**config.mk**
```make
export PLATFORM = sky130hd
export DESIGN_NAME = swi_bank
export DESIGN_NICKNAME = d
export VERILOG_FILES = /design/src/rtl/swi_pkg.sv /design/src/rtl/swi_addr_dec.sv /design/src/rtl/swi_cell.sv /design/src/rtl/swi_rd_path.sv /design/src/rtl/swi_bank.sv
export SDC_FILE = /design/constraint.sdc
export NUM_CORES = 1
export LEC_CHECK = 0
export CORE_UTILIZATION = 20
export DETAILED_ROUTE_END_ITERATION = 10
export GPL_ROUTABILITY_DRIVEN = 1
export PLACE_DENSITY_LB_ADDON = 0.3
export SYNTH_ARGS = -nofsm -noshare
export SYNTH_HDL_FRONTEND = slang
export SYNTH_SLANG_ARGS = --single-unit
```
**constraint.sdc**
```tcl
create_clock -name clk -period 1.35 [get_ports clk]
set_clock_uncertainty 0.2 [all_clocks]
set_input_delay 0.135 -clock clk [delete_from_list [all_inputs] [get_ports clk]]
set_output_delay 0.135 -clock clk [all_outputs]
set_load 0.1 [all_outputs]
```
**src/rtl/swi_pkg.sv**
```systemverilog
package swi_pkg;
  typedef enum logic {
    SWI_MACHINE    = 1'b0,
    SWI_SUPERVISOR = 1'b1
  } swi_mode_e;

  localparam int unsigned BUS_W = 32;
endpackage

```
**src/rtl/swi_addr_dec.sv**
```systemverilog
module swi_addr_dec #(
  parameter int unsigned HARTS  = 4,
  parameter int unsigned ADDR_W = 12
) (
  input  logic              clk,
  input  logic              rst,
  input  logic [ADDR_W-1:0] addr,
  output logic [HARTS-1:0]  sel
);
  logic        aligned;
  logic [31:0] word_idx;

  assign aligned  = (addr[1:0] == 2'b00);
  assign word_idx = 32'(addr[ADDR_W-1:2]);

  for (genvar g = 0; g < HARTS; g++) begin : g_sel
    assign sel[g] = aligned && (word_idx == 32'(g));
  end

  a_r8_misaligned_no_sel : assert property (@(posedge clk) disable iff (rst)
    (addr[1:0] != 2'b00) |-> (sel == '0));
  a_r9_range_no_sel : assert property (@(posedge clk) disable iff (rst)
    (word_idx >= 32'(HARTS)) |-> (sel == '0));
  a_r1_single_sel : assert property (@(posedge clk) disable iff (rst)
    $onehot0(sel));
endmodule

```
**src/rtl/swi_cell.sv**
```systemverilog
module swi_cell #(
  parameter swi_pkg::swi_mode_e MODE = swi_pkg::SWI_MACHINE
) (
  input  logic clk,
  input  logic rst,
  input  logic wr_hit,
  input  logic wbit,
  input  logic ack,
  output logic pend
);
  if (MODE == swi_pkg::SWI_MACHINE) begin : g_mach
    logic unused_ack;
    assign unused_ack = ack;

    always_ff @(posedge clk) begin
      if (rst)         pend <= 1'b0;
      else if (wr_hit) pend <= wbit;
    end

    a_r2_write_takes : assert property (@(posedge clk) disable iff (rst)
      wr_hit |=> (pend == $past(wbit)));
    a_r7_hold_without_write : assert property (@(posedge clk) disable iff (rst)
      !wr_hit |=> $stable(pend));
    a_r10_clear_after_reset : assert property (@(posedge clk)
      $fell(rst) |-> !pend);
  end else begin : g_sup
    logic unused_rst;
    assign unused_rst = rst;

    always_ff @(posedge clk) begin
      if (wr_hit && wbit) pend <= 1'b1;
      else if (ack)       pend <= 1'b0;
    end

    a_r6_set_beats_ack : assert property (@(posedge clk) disable iff (rst)
      (wr_hit && wbit) |=> pend);
    a_r6_ack_clears : assert property (@(posedge clk) disable iff (rst)
      (ack && !(wr_hit && wbit)) |=> !pend);
    a_r5_zero_write_holds : assert property (@(posedge clk) disable iff (rst)
      (!(wr_hit && wbit) && !ack) |=> $stable(pend));
  end
endmodule

```
**src/rtl/swi_rd_path.sv**
```systemverilog
module swi_rd_path #(
  parameter int unsigned        HARTS = 4,
  parameter swi_pkg::swi_mode_e MODE  = swi_pkg::SWI_MACHINE
) (
  input  logic                      clk,
  input  logic                      rst,
  input  logic                      rd,
  input  logic [HARTS-1:0]          sel,
  input  logic [HARTS-1:0]          pend,
  output logic [swi_pkg::BUS_W-1:0] rdata
);
  logic rd_bit;

  if (MODE == swi_pkg::SWI_MACHINE) begin : g_mach
    assign rd_bit = rd && |(sel & pend);
  end else begin : g_sup
    logic unused_rd;
    assign unused_rd = rd ^ (|sel) ^ (|pend);
    assign rd_bit    = 1'b0;
  end

  always_ff @(posedge clk) begin
    if (rst) rdata <= '0;
    else     rdata <= {{(swi_pkg::BUS_W-1){1'b0}}, rd_bit};
  end

  a_r3_upper_zero : assert property (@(posedge clk) disable iff (rst)
    rdata[swi_pkg::BUS_W-1:1] == '0);
  a_r3_idle_zero : assert property (@(posedge clk) disable iff (rst)
    !rd |=> (rdata == '0));
  if (MODE == swi_pkg::SWI_SUPERVISOR) begin : g_chk_sup
    a_r4_reads_zero : assert property (@(posedge clk) disable iff (rst)
      rd |=> (rdata == '0));
  end
endmodule

```
**src/rtl/swi_bank.sv**
```systemverilog
module swi_bank #(
  parameter int unsigned        HARTS  = 4,
  parameter int unsigned        ADDR_W = 12,
  parameter swi_pkg::swi_mode_e MODE   = swi_pkg::SWI_MACHINE
) (
  input  logic              clk,
  input  logic              rst,
  input  logic [ADDR_W-1:0] bus_addr,
  input  logic [31:0]       bus_wdata,
  input  logic              bus_wr,
  input  logic              bus_rd,
  output logic [31:0]       bus_rdata,
  input  logic [HARTS-1:0]  hart_ack,
  output logic [HARTS-1:0]  sw_irq
);
  logic [HARTS-1:0] sel;
  logic [HARTS-1:0] pend;
  logic             unused_wdata;

  assign unused_wdata = ^bus_wdata[31:1];

  swi_addr_dec #(.HARTS(HARTS), .ADDR_W(ADDR_W)) u_dec (
    .clk (clk),
    .rst (rst),
    .addr(bus_addr),
    .sel (sel)
  );

  for (genvar g = 0; g < HARTS; g++) begin : g_hart
    swi_cell #(.MODE(MODE)) u_cell (
      .clk   (clk),
      .rst   (rst),
      .wr_hit(bus_wr && sel[g]),
      .wbit  (bus_wdata[0]),
      .ack   (hart_ack[g]),
      .pend  (pend[g])
    );
  end

  swi_rd_path #(.HARTS(HARTS), .MODE(MODE)) u_rd (
    .clk  (clk),
    .rst  (rst),
    .rd   (bus_rd),
    .sel  (sel),
    .pend (pend),
    .rdata(bus_rdata)
  );

  assign sw_irq = pend;

  a_r1_set_raises : assert property (@(posedge clk) disable iff (rst)
    (bus_wr && bus_wdata[0] && (sel != '0)) |=> ((sw_irq & $past(sel)) != '0));
  a_r9_unselected_write_no_rise : assert property (@(posedge clk) disable iff (rst)
    (bus_wr && (sel == '0) && (hart_ack == '0)) |=> $stable(sw_irq));
endmodule

```
**After elaboration in Yosys (flattened, before gate mapping)**

Index checks and enable logic that the tools add are counted.

- $add $sub $neg: 0
- Multipliers: 0
- Divide/modulo/power cells: 0
- Order comparisons: 0
- Equality and inequality tests: 3
- Shift operators: 0
- Mux-type cells: 0
- Bitwise gates (word level): 1
- Reduce and logical (&&, ||, !) cells: 12

Operators with widths:

| operator | number |
|---|---|
| $logic_not A32 Y1 | 1 |
| $eq A10 B2 Y1 const B | 2 |
| $eq A10 B1 Y1 const B | 1 |
| $logic_and A1 B1 Y1 | 9 |
| $and A4 B4 Y4 | 1 |
| $reduce_or A4 Y1 | 1 |
| $logic_not A2 Y1 | 1 |

- Flip-flop bits (word level): 36
- Latch bits: 0
- RAM bits: 0
- Bits in read-only memories: 0
- Bits of input ports: 52
- Output and inout port bits: 36
- Word-level logic and storage cells: 22
- Memories kept: 0

**Depth between registers and ports, before layout**

- Depth after elaboration: 5
- Mapped depth: 3
- Gate-level depth less buffers: 3

**Cells and area by module**

From an unflattened synthesis, not the netlist that was laid out.

- Cells, all modules: 63
- Area, all modules: 524.3 um2

Modules (own cells, without submodules):

| module | instances | cells each | area an instance (um2) | sequential area each (um2) |
|---|---|---|---|---|
| swi_rd_path | 1 | 37 | 282.8 | 20.0 |
| swi_cell | 4 | 3 | 33.8 | 20.0 |
| swi_addr_dec | 1 | 10 | 81.3 | 0.0 |
| swi_bank | 1 | 4 | 25.0 | 0.0 |

**Least setup slack after synthesis**

OpenSTA, ideal clock, no wires.

- Kind: reg2reg
- Start: register g_hart[3].u_cell.pend
- End: register u_rd.rdata[0] (netlist bit)
- Library setup time: 116 ps
- Arrival time: 930 ps
- Data required time: 1034 ps
- Slack: 104 ps
- Cell stages (with the launch flop): 3
- Path buffers: 0
- Clock period less this slack: 1246 ps
- Cells stage by stage: dfxtp_1 -> mux4_2 -> and4_1

- Word-level cells in the longest chain between the ends: 3

RTL lines:

| element | line | RTL |
|---|---|---|
| start, declared | swi_cell.sv:9 | `output logic pend` |
| start signal, assigned | swi_cell.sv:17 | `else if (wr_hit) pend <= wbit;` |
| $and A4 B4 Y4 | swi_rd_path.sv:15 | `assign rd_bit = rd && \|(sel & pend);` |
| $reduce_or A4 Y1 | swi_rd_path.sv:15 |  |
| $logic_and A1 B1 Y1 | swi_rd_path.sv:15 |  |
| end signal, assigned | swi_rd_path.sv:24 | `else rdata <= {{(swi_pkg::BUS_W-1){1'b0}}, rd_bit};` |
| end, declared | swi_rd_path.sv:10 | `output logic [swi_pkg::BUS_W-1:0] rdata` |

Every way passes these cells.
A chain may end at the register's enable or synchronous reset.

**Final worst setup path**

Ends and elaborated chain as after synthesis.

==> reports/metrics.cfg <==
[layout]
design_area_um2 = 822.0
synthToLayoutAreaGrowth_pct = 41.90
n_antenna_cell = 0
ff_latch_area_um2 = 100.1
fill_cells = 296
final_cell_mix = conb_1 (31), buf_4 (7), dlygate4sd2_1 (6), clkdlybuf4s50_1 (6)
layout_commonest_cell = conb_1
drive_above_1_share_pct = 22.22
multiInputGateArea_um2 = 341.6
nNetsFinal = 143

[synthesis]
syn_area_per_cell_um2 = 9.195
ys_types = 12
yosys_warnings = 0
ys_ff_latch = 5
synth_area_um2 = 579.3
synth-seq-area-share_pct = 17.28
syn_inst = 63

[floorplanning]
start_util_pct = 21.01
rows = 19
die_w_um = 55.82
die_h_um = 55.82
coreArea_um2 = 2758
ios = 88
dieArea_um2 = 3116

[detailed_routing]
drt-pass1-iter-count = 2
vias = 444
drt-initial-drc-count = 7
drt-total-wl_um = 1125
drt-wirelength-per-cell_um = 9.298
drcViolationCount = 0
vias_per_cell = 3.669
ant_nets = 0

[clocking]
cts_tree = built
cts_buffer_depth = 2
htreeDepth = 1
cts.clk_slew.worst_paths_ns = 0.05
clock_latency_ns = 0.24
cts_sinks = 5
cts_buffers = 3
holdBufCountCts = 0
root_buffer = clkbuf_4

[worst_setup_path]
worst-endpoint-arrival_ns = 1.19
crit_fanout = 2
crit_required_ns = 1.29
worstReg2RegStart = g_hart[3].u_cell.pend$_SDFFE_PP0P_
startpoint_type = flip-flop
cp-end-kind = flip-flop
startpoint = g_hart[3].u_cell.pend$_SDFFE_PP0P_
criticalPathCategory = reg -> reg

[place]
dpl_cell_area_um2 = 780.7
gp_congestion = 0.8298
numPortBuffers = 21
pre_cts_slack_ns = -0.3313
dpl.hpwl_um = 876.4

[timing]
layout_setup_ws_ns = 0.09684
rsz0062_at_grt = no
max_freq_mhz = 798.0
finalSetupViolCount = 0
period_share_pct = 92.83
slew_violations = 0
layout_min_cycle_time_ns = 1.253
holdWs_ns = 0.08611
finalSetupTns_ns = 0
finalHoldViolations = 0

[global_routing]
grt_util_all_layers_pct = 7.501
overflow = 0
grt_pass1_wl_um = 1725
antenna_found_initial = 0
grt_max_degree = 7
grt_pass1_vias = 389

[power_and_ir_drop]
p_sw_share_pct = 60.13
p_sw_mw = 0.4674
ir_drop_uv = 457.4
total_power_mw = 0.7773
power_frac_clock_pct = 22.4
power_leakage_nw = 0.4103
p_comb_share_pct = 58.5
p_per_area_nw_per_um2 = 945.6
seqPwrFrac_pct = 19.1
p_int_mw = 0.3099

[hold_path]
worstHoldPathType = in -> reg
hp-start = bus_addr[9]

[run_status]
status = completed

[flow_run]
drv_cap = 0

==> sequential cells by signal (all words and copies together) (netlist names) <==
| name | count |
|---|---|
| u_rd.rdata | 1 |
| g_hart.u_cell.pend | 4 |
==> timing repair <==
item                       in CTS  in global routing
pin swaps                       4                  3
resized for setup               7                  5
setup endpoints to repair       5                  5
buffers inserted                0                  0
==> per-stage QoR <==
stage,cells,util [%]
2_1_floorplan,93,-
4_1_cts,121,29.22
3_5_place_dp,117,28.31
5_1_grt,121,29.81
6_report,121,29.81
3_3_place_gp,117,28.31
==> critical path: stages, from the launching register on <==
cell	delay (ns)
dfxtp_1	0.30
mux4_2	0.45
and4_1	0.20
==> layout make-up <==
| type | instances | area share (%) |
|---|---|---|
| clock buffer | 4 | 3.196 |
| sequential | 5 | 12.18 |
| multi-input combinational | 53 | 41.55 |
| timing repair buffer | 28 | 38.36 |
| tap | 31 | 4.718 |
==> power groups by stage <==
stage               clock (mW)  sequential (mW)  combinational, mW
floorplan                    0            0.151              0.457
global placement             0            0.151              0.456
detailed placement           0            0.151              0.457
CTS                      0.178            0.148              0.452
global route             0.192            0.148              0.465
finish                   0.174            0.148              0.455
==> synth_stat cells <==
library cell   n  share of area [%]
buf_4         35                 45
dfxtp_1        5                 17
nand2b_1       5                5.4
mux2i_1        4                6.9
nand4_1        4                4.3
nor4b_1        3                4.5
nor4_4         2                7.3
and4_1         1                1.5
conb_1         1               0.65
mux4_2         1                3.9
nor4_1         1                1.1
nor4bb_1       1                1.7
==> cells by family after synthesis <==
group	Yosys count	synth area share [%]
buffers and inverters	35	45.36
and+or+nand+nor	17	25.92
muxes	5	10.80
DFF	5	17.28
other	1	0.6473
==> final timing paths <==
check	slack, ns	depth (start not counted)	to
max	0.1	2	u_rd.rdata[0]$_SDFF_PP0_
min	0.09	3	u_rd.rdata[0]$_SDFF_PP0_
max reg2reg	0.1	2	u_rd.rdata[0]$_SDFF_PP0_
min reg2reg	0.41	3	g_hart[1].u_cell.pend$_SDFFE_PP0P_
==> layer usage <==
metal | share of wire (%) | vias to the layer above | routed length [µm] | GRT usage [%]
met5 | 0 | - | 0 | 0
met4 | 0 | 0 | 0 | 3.484
met3 | 12 | 0 | 135 | 4.884
met2 | 54 | 34 | 606 | 13.25
met1 | 34 | 203 | 382 | 6.581
li1 | - | 207 | - | -
(Power assumes the default switching activity.)
